**config.mk**
```make
export PLATFORM = sky130hd
export DESIGN_NAME = bic_channel
export DESIGN_NICKNAME = d
export VERILOG_FILES = /design/src/rtl/bic_pkg.sv /design/src/rtl/bic_latch_ctl.sv /design/src/rtl/bic_cap_stage.sv /design/src/rtl/bic_pacc_stage.sv /design/src/rtl/bic_channel.sv
export SDC_FILE = /design/constraint.sdc
export NUM_CORES = 1
export LEC_CHECK = 0
export BUFFER_PORTS_ARGS = -buffer_cell sky130_fd_sc_hd__buf_2
export CORE_AREA = 8 8 66 80
export DETAILED_ROUTE_END_ITERATION = 10
export DIE_AREA = 0 0 74 88
export PLACE_DENSITY = 0.87
export SLEW_MARGIN = 25
export SYNTH_ARGS = -nofsm -noshare
export SYNTH_HDL_FRONTEND = slang
export SYNTH_HIERARCHICAL = 1
export SYNTH_SLANG_ARGS = --single-unit
```
**constraint.sdc**
```tcl
create_clock -name clk -period 2.1 [get_ports clk]
set_input_delay 0.42 -clock clk [delete_from_list [all_inputs] [get_ports clk]]
set_output_delay 0.42 -clock clk [all_outputs]
set_load 0.1 [all_outputs]
```
**src/rtl/bic_pkg.sv**
```systemverilog
package bic_pkg;
  typedef enum logic {
    MODE_QUEUE = 1'b0,
    MODE_LATCH = 1'b1
  } cap_mode_e;

  localparam int unsigned LATCH_SRC_N = 3;
endpackage

```
**src/rtl/bic_latch_ctl.sv**
```systemverilog
module bic_latch_ctl
  import bic_pkg::*;
#(
  parameter int unsigned SRC_N = LATCH_SRC_N
) (
  input  logic             clk,
  input  logic             rst_n,
  input  cap_mode_e        mode,
  input  logic             buf_en,
  input  logic [SRC_N-1:0] src,
  output logic             latch_ev,
  output logic             push_en
);
  logic [SRC_N-1:0] src_gated;
  logic             any_src;

  for (genvar g = 0; g < SRC_N; g++) begin : g_src
    assign src_gated[g] = src[g] & buf_en & (mode == MODE_LATCH);
  end

  assign any_src  = |src_gated;
  assign latch_ev = any_src;
  assign push_en  = buf_en & (mode == MODE_QUEUE);

  // Holding-register gating: with buffering off no event may reach the holds
  p_no_event_when_off_r4: assert property (@(posedge clk) disable iff (!rst_n)
    !buf_en |-> (!latch_ev && !push_en));

  // Queue mode never produces a latch transfer
  p_queue_no_latch_r11: assert property (@(posedge clk) disable iff (!rst_n)
    (mode == MODE_QUEUE) |-> !latch_ev);
endmodule

```
**src/rtl/bic_cap_stage.sv**
```systemverilog
module bic_cap_stage #(
  parameter int unsigned TW = 16
) (
  input  logic          clk,
  input  logic          rst_n,
  input  logic [TW-1:0] tmr,
  input  logic          stb,
  input  logic          push_en,
  input  logic          latch_ev,
  output logic [TW-1:0] cap_q,
  output logic [TW-1:0] hold_q
);
  logic hold_load;

  assign hold_load = latch_ev | (push_en & stb);

  always_ff @(posedge clk or negedge rst_n) begin
    if (!rst_n) begin
      cap_q  <= '0;
      hold_q <= '0;
    end else begin
      if (stb)       cap_q  <= tmr;
      if (hold_load) hold_q <= cap_q;
    end
  end

  p_cap_load_r2: assert property (@(posedge clk) disable iff (!rst_n)
    stb |=> (cap_q == $past(tmr)));

  p_queue_push_r3: assert property (@(posedge clk) disable iff (!rst_n)
    (push_en && stb) |=> (hold_q == $past(cap_q)));

  p_hold_quiet_r5: assert property (@(posedge clk) disable iff (!rst_n)
    (!push_en && !latch_ev) |=> $stable(hold_q));

  p_latch_old_cap_r9: assert property (@(posedge clk) disable iff (!rst_n)
    (latch_ev && stb) |=> (hold_q == $past(cap_q) && cap_q == $past(tmr)));
endmodule

```
**src/rtl/bic_pacc_stage.sv**
```systemverilog
module bic_pacc_stage #(
  parameter int unsigned AW = 8
) (
  input  logic          clk,
  input  logic          rst_n,
  input  logic          stb,
  input  logic          clr,
  input  logic          latch_ev,
  output logic [AW-1:0] acc_q,
  output logic [AW-1:0] hold_q
);
  localparam logic [AW-1:0] ACC_MAX = {AW{1'b1}};

  logic [AW-1:0] acc_inc;
  logic [AW-1:0] acc_base;
  logic [AW-1:0] acc_nxt;

  assign acc_base = latch_ev ? '0 : acc_q;
  assign acc_inc  = (acc_base == ACC_MAX) ? ACC_MAX : acc_base + 1'b1;

  always_comb begin
    if (clr)      acc_nxt = '0;
    else if (stb) acc_nxt = acc_inc;
    else          acc_nxt = acc_base;
  end

  always_ff @(posedge clk or negedge rst_n) begin
    if (!rst_n) begin
      acc_q  <= '0;
      hold_q <= '0;
    end else begin
      acc_q <= acc_nxt;
      if (latch_ev) hold_q <= acc_q;
    end
  end

  p_no_overflow_r8: assert property (@(posedge clk) disable iff (!rst_n)
    (acc_q == ACC_MAX && stb && !clr && !latch_ev) |=> (acc_q == ACC_MAX));

  p_latch_xfer_r7: assert property (@(posedge clk) disable iff (!rst_n)
    (latch_ev && !clr) |=> (hold_q == $past(acc_q) && acc_q == AW'($past(stb))));

  p_clear_wins_r10: assert property (@(posedge clk) disable iff (!rst_n)
    clr |=> (acc_q == '0));

  p_hold_quiet_r11: assert property (@(posedge clk) disable iff (!rst_n)
    !latch_ev |=> $stable(hold_q));
endmodule

```
**src/rtl/bic_channel.sv**
```systemverilog
module bic_channel
  import bic_pkg::*;
#(
  parameter int unsigned TMR_W = 16,
  parameter int unsigned ACC_W = 8
) (
  input  logic             clk,
  input  logic             rst_n,
  input  logic [TMR_W-1:0] tmr_count,
  input  logic             cap_stb,
  input  logic             cap_mode,
  input  logic             buf_en,
  input  logic             mod_zero,
  input  logic             mod_wr_zero,
  input  logic             sw_latch,
  input  logic             pacc_clr,
  output logic [TMR_W-1:0] cap_value,
  output logic [TMR_W-1:0] cap_hold,
  output logic [ACC_W-1:0] pacc_value,
  output logic [ACC_W-1:0] pacc_hold
);
  logic                   latch_ev;
  logic                   push_en;
  logic [LATCH_SRC_N-1:0] srcs;
  cap_mode_e              mode;

  assign mode = cap_mode_e'(cap_mode);
  assign srcs = {sw_latch, mod_wr_zero, mod_zero};

  bic_latch_ctl #(.SRC_N(LATCH_SRC_N)) u_ctl (
    .clk      (clk),
    .rst_n    (rst_n),
    .mode     (mode),
    .buf_en   (buf_en),
    .src      (srcs),
    .latch_ev (latch_ev),
    .push_en  (push_en)
  );

  bic_cap_stage #(.TW(TMR_W)) u_cap (
    .clk      (clk),
    .rst_n    (rst_n),
    .tmr      (tmr_count),
    .stb      (cap_stb),
    .push_en  (push_en),
    .latch_ev (latch_ev),
    .cap_q    (cap_value),
    .hold_q   (cap_hold)
  );

  bic_pacc_stage #(.AW(ACC_W)) u_pacc (
    .clk      (clk),
    .rst_n    (rst_n),
    .stb      (cap_stb),
    .clr      (pacc_clr),
    .latch_ev (latch_ev),
    .acc_q    (pacc_value),
    .hold_q   (pacc_hold)
  );

  p_latch_copies_r6: assert property (@(posedge clk) disable iff (!rst_n)
    (cap_mode && buf_en && (mod_zero || mod_wr_zero || sw_latch))
      |=> (cap_hold == $past(cap_value) && pacc_hold == $past(pacc_value)));

  p_buf_off_holds_r4: assert property (@(posedge clk) disable iff (!rst_n)
    !buf_en |=> ($stable(cap_hold) && $stable(pacc_hold)));
endmodule

```
# [After elaboration in Yosys (flattened, before gate mapping)]
# Cells that the tools add are included.
# Widths: inputs -> output; s select.
[totals] reg_bits=48 inputBits=25 output_inout_bits=48 wordCells=21
[classes] addsub=1 eq_ne=1 n_mux=4 n_bitwise=10 reduce_logical=1
[op_table] operator="$mux 8" n=4
[op_table] operator="$add 8x1->8 const B" n=1
[op_table] operator="$and 1x1->1" n=8
[op_table] operator="$eq 8x8->1 const B" n=1
[op_table] operator="$reduce_or 3->1" n=1
[op_table] operator="$not 1->1" n=1
[op_table] operator="$or 1x1->1" n=1

# [Depth between registers and ports, before layout]
[logic_depth] word_depth=8 ltp_mapped=4 depth_no_buf=4

# [Modules after synthesis]
# Netlist, hierarchy kept.
[by_module_without_submodules] mod="bic_cap_stage" instances=1 cells_each=68 area_each_um2=1251.2 seq_area_each_um2=800.8
[by_module_without_submodules] mod="bic_pacc_stage" instances=1 cells_each=65 area_each_um2=777.0 seq_area_each_um2=400.4
[by_module_without_submodules] mod="bic_latch_ctl" instances=1 cells_each=2 area_each_um2=16.3 seq_area_each_um2=0.0

# [Least setup slack after synthesis]
# No wires, ideal clock.
[synth_timing] path_kind="flip-flop to flip-flop" from="register u_pacc.acc_q[1]" to="register u_pacc.acc_q[3]" setup_time_ns=0.107 arrival_ns=1.824 required_time_ns=1.993 slack_ns=0.169 path_stages_with_launch=5 path_buffers=1 synth_period_minus_slack_ns=1.931 path_cell_list="dfrtp_1 and4_4 buf_6 nor2_1 a2111oi_4"
[synth_via] elab_chain_cells=5 word_cells_on_any_way=6 cone_classes="add/sub: 1; eq/ne: 1; mux: 4"
[synth_rtl] element="start: declaration" line_no="bic_pacc_stage.sv:9" text="output logic [AW-1:0] acc_q,"
[synth_rtl] element="start signal: assignment" line_no="bic_pacc_stage.sv:32" text="acc_q <= acc_nxt;"
[synth_rtl] element="$mux 8 (*)" line_no="bic_pacc_stage.sv:18" text="assign acc_base = latch_ev ? '0 : acc_q;"
[synth_rtl] element="$add 8x1->8 / $eq 8x8->1 (equally long branches)" line_no="bic_pacc_stage.sv:19" text="assign acc_inc = (acc_base == ACC_MAX) ? ACC_MAX : acc_base + 1'b1;"
[synth_rtl] element="$mux 8 (*)" line_no="bic_pacc_stage.sv:19"
[synth_rtl] element="$mux 8 (*)" line_no="bic_pacc_stage.sv:23" text="else if (stb) acc_nxt = acc_inc;"
[synth_rtl] element="$mux 8 (*)" line_no="bic_pacc_stage.sv:22" text="if (clr) acc_nxt = '0;"
[synth_rtl] element="net u_pacc.acc_nxt[3]" line_no="bic_pacc_stage.sv:16" text="logic [AW-1:0] acc_nxt;"
# Mark *: on every way through the listed nets, which the timed path passes. The rest lies on a longest branch.
# A chain may end at the register's enable or synchronous reset.

# [Worst setup path in the final report]
[layout_timing] from="register u_pacc.acc_q[0]" to="output pacc_value[0]"
[layout_lines] element="end: declaration" line_no="bic_channel.sv:19" text="output logic [ACC_W-1:0] pacc_value,"
# No word-level cell between the ends.

==> run metrics <==
largest net degree at the start of global routing=18; worst-path maximum fanout=8; slack of the critical path=roughly 0.38 ns; vias after detailed routing=~1400; data arrival time of the critical path=~1.3 ns; logic depth of the worst setup path including buffers=1; Die Outline Area=approximately 6500 um2; power density over the cells=1090 nW/um2; Met3 Wirelength=426 um; post-detailed-route wirelength per cell=between 15 and 20 um; slew at the pin with the worst max-slew slack=0.495 ns; netlist area before placement=just over 2000 um2; count of cells along the worst register-to-register path=3; combined buffer and inverter count along the critical path=1; GRT Util Overall=13.5%; half-perimeter wire length after placement=roughly 3.3 mm; first-pass GRT wire length=a little under 7 mm; worst voltage drop across the vdd grid=between 0.0005 and 0.0006 V; CP max stage cell=sky130_fd_sc_hd__dfrtp_1; path category of the worst min-delay check=in2async; number of hold-repair buffers added at the cts stage=0; longest individual stage delay on the worst path=a little over 0.5 ns; root cell of the clock tree=sky130_fd_sc_hd__clkbuf_8; Pwr Total=roughly 2.8 mW; share of the core filled with cells=approximately 63%; Total Wirelength=between 4 and 5 mm; Final Slew Violations=0; count of pins on the block boundary=73; mean number of vias per cell=~5.1; number of buffers added by the clock tree synthesis step=5; count of input and output buffers=a little over 70; count of unique library cells instantiated by Yosys=35; Setup crit end kind=output port; Sum Neg Setup Slack=0 ns; share of post-route cells with drive strength above 1=about three fifths; area fraction in and, or, nand and nor cells after synthesis=7.10%; total setup violations reported at the end of the flow=0; area overhead of the layout relative to synthesis=25.5%; number of global-route vias before repair=~1500; RSZ-0062 raised after global routing=false; buffer depth of the longest clock path=2; Synth Warn #=6; crit-path leading delay family=flip-flops; effective utilization at floorplan=between 50% and 60%; clock tree from TritonCTS=yes; period utilisation layout=about four fifths; Synth Area in Adders=0%; detailed-router iteration count before antenna repair=4; CTS-repair resized insts=0; minimum clock period after layout=approximately 1.7 ns; combinational family with the most area after synthesis=multiplexers; P_leak=around 1.3 nW; mux contribution to synthesized area=about a quarter; final count of hold timing violations=0; Placeable Area=slightly above 4000 um2; worst setup timing slack at the placement stage=around 0.25 ns; syn avg cell area=roughly 15 um2; Row Count=26; synthesized-area fraction occupied by ao, oa, aoi and oai cells=under 10%; Seq/Total Area, Yosys=58.8%; met2 wire length=slightly below 2 mm; sum of overflow across all layers after global routing=0; gp weighted congestion=~0.86; CP startpoint kind=register; initial DRC count=75; clock-pin slew on the worst setup and hold paths=0.09 ns; Peak Freq=0.583 GHz; critical path cell sequence=buf_2; cells after synthesis=around 140; run status=complete, no violations; number of H-tree levels=2; number of nets with antenna violations after detailed routing=0; Die X-Extent=between 70 and 80 um; number of remaining DRC errors=0; data required time of the worst path=~1.7 ns; register bit count reported by yosys=48; total of max-cap violations=0; clock latency on the worst-skew pair=between 0.2 and 0.3 ns; Chip Height=a little under 90 um; initial antenna violation count=0; Setup Skew=a little under 0.009 ns; post-CTS setup buffer count=0; worst-case headroom to the max-slew limit=around two thirds; post-synthesis xor/xnor area fraction=0%; routed metal-1 wirelength=slightly below 2 mm; Synth Net Count=160; Max Used Layer=met4; count of inserted antenna diode cells=0; NumNets Final=238; CP Class=reg2out; total number of clock tree sinks=48
-- sequential cells by signal, summed over array words and instances (netlist names) --
name / cells
u_pacc/hold_q: 8
u_cap/cap_q: 16
u_pacc/acc_q: 8
u_cap/hold_q: 16
-- cells in the final DEF (no fill, tap or decap), types with 2 or more instances in the layout --
cell / instances
sky130_fd_sc_hd__clkinvlp_4: 2
sky130_fd_sc_hd__buf_2: 72
sky130_fd_sc_hd__nand2_1: 2
sky130_fd_sc_hd__nand3_1: 4
sky130_fd_sc_hd__a21oi_1: 4
sky130_fd_sc_hd__nor2b_1: 2
sky130_fd_sc_hd__dfrtp_1: 48
sky130_fd_sc_hd__buf_4: 4
sky130_fd_sc_hd__mux2_2: 30
sky130_fd_sc_hd__mux2_4: 10
sky130_fd_sc_hd__and3b_2: 2
sky130_fd_sc_hd__clkbuf_8: 6
sky130_fd_sc_hd__a31oi_1: 2
sky130_fd_sc_hd__nand4_1: 2
sky130_fd_sc_hd__inv_1: 3
-- kinds of logic after synthesis --
logic type,count (synthesis)
multiplexers,40
flip-flops,48
AND/OR/NAND/NOR,22
AO/OA/AOI/OAI,16
buffers and inverters,9
-- layer usage --
layer / vias up / GRT usage (%)
met2: 59 / 21.2
met3: 2 / 4.70
met1: 677 / 17.1
li1: 649 / -
met4: 0 / 3.28
met5: - / 0
-- final timing paths --
| check | from | end | slack (ns) |
|---|---|---|---|
| worst max-delay path | u_pacc/acc_q[0] | pacc_value[0] | 0.38 |
| worst max register to register | u_pacc/acc_q[0] | u_pacc/acc_q[3] | 0.77 |
| worst min register to register | u_cap/hold_q[1] | u_cap/hold_q[1] | 0.50 |
| worst min-delay path | rst_n | u_cap/cap_q[4] | 0.03 |
| max in group asynchronous | rst_n | u_pacc/hold_q[6] | 1.51 |
| min in group clk | tmr_count[14] | u_cap/cap_q[14] | 0.35 |
-- metrics by stage --
step,hold slack [ns],instances,cell area [um2]
detailed placement,0.353,262,2470
global placement,0.349,262,2470
global route,0.0252,270,2570
finish,0.0250,270,2570
floorplan,0.124,135,2040
CTS,0.0227,270,2570
-- cell type report --
class	count	area (um2)
fillers	318	1500
flip-flops and latches	48	1200
multi-input cells	78	776
repair buffers	77	410
clock buffers	6	82.6
well taps	56	70.1
clock inverters	2	15.0
inverters	3	11.3
-- report_power, final --
group,internal [mW],switching [mW],total (mW),leakage [nW]
logic,0.215,0.925,1.14,0.630
clock network,0.267,0.298,0.565,0.0434
registers,1.03,0.0635,1.09,0.596
total,1.51,1.29,2.80,1.27
-- synth_stat cells --
cell                        count  area share, %
sky130_fd_sc_hd__and3b_2        2           0.98
sky130_fd_sc_hd__and4_4         1           0.55
sky130_fd_sc_hd__and4_1         1           0.43
sky130_fd_sc_hd__o311a_1        1           0.49
sky130_fd_sc_hd__nand2_1        2           0.37
sky130_fd_sc_hd__and3_1         1           0.31
sky130_fd_sc_hd__buf_12         1           0.98
sky130_fd_sc_hd__a211oi_1       1           0.37
sky130_fd_sc_hd__buf_6          2            1.1
sky130_fd_sc_hd__or3_1          1           0.31
sky130_fd_sc_hd__dfrtp_1       48             59
sky130_fd_sc_hd__mux2_4        10            7.3
sky130_fd_sc_hd__o2111ai_1      1           0.43
sky130_fd_sc_hd__and2_4         1           0.43
sky130_fd_sc_hd__a21oi_4        1           0.80
sky130_fd_sc_hd__nand3_1        4           0.98
sky130_fd_sc_hd__buf_1          1           0.18
sky130_fd_sc_hd__inv_1          3           0.55
sky130_fd_sc_hd__a32oi_1        1           0.43
sky130_fd_sc_hd__and2_0         1           0.31
sky130_fd_sc_hd__nor2_1         1           0.18
sky130_fd_sc_hd__a21oi_1        4           0.98
sky130_fd_sc_hd__a21boi_0       1           0.37
sky130_fd_sc_hd__a2111oi_4      1            1.3
sky130_fd_sc_hd__nor3_1         1           0.24
sky130_fd_sc_hd__a311o_1        1           0.49
sky130_fd_sc_hd__buf_2          2           0.49
sky130_fd_sc_hd__nand4_1        2           0.61
sky130_fd_sc_hd__nor3b_1        1           0.37
sky130_fd_sc_hd__o21ai_0        1           0.24
sky130_fd_sc_hd__and3b_1        1           0.43
sky130_fd_sc_hd__nor2b_1        2           0.61
sky130_fd_sc_hd__a211o_1        1           0.43
sky130_fd_sc_hd__mux2_2        30             17
sky130_fd_sc_hd__a31oi_1        2           0.61
Power figures use the tool's default switching activity.
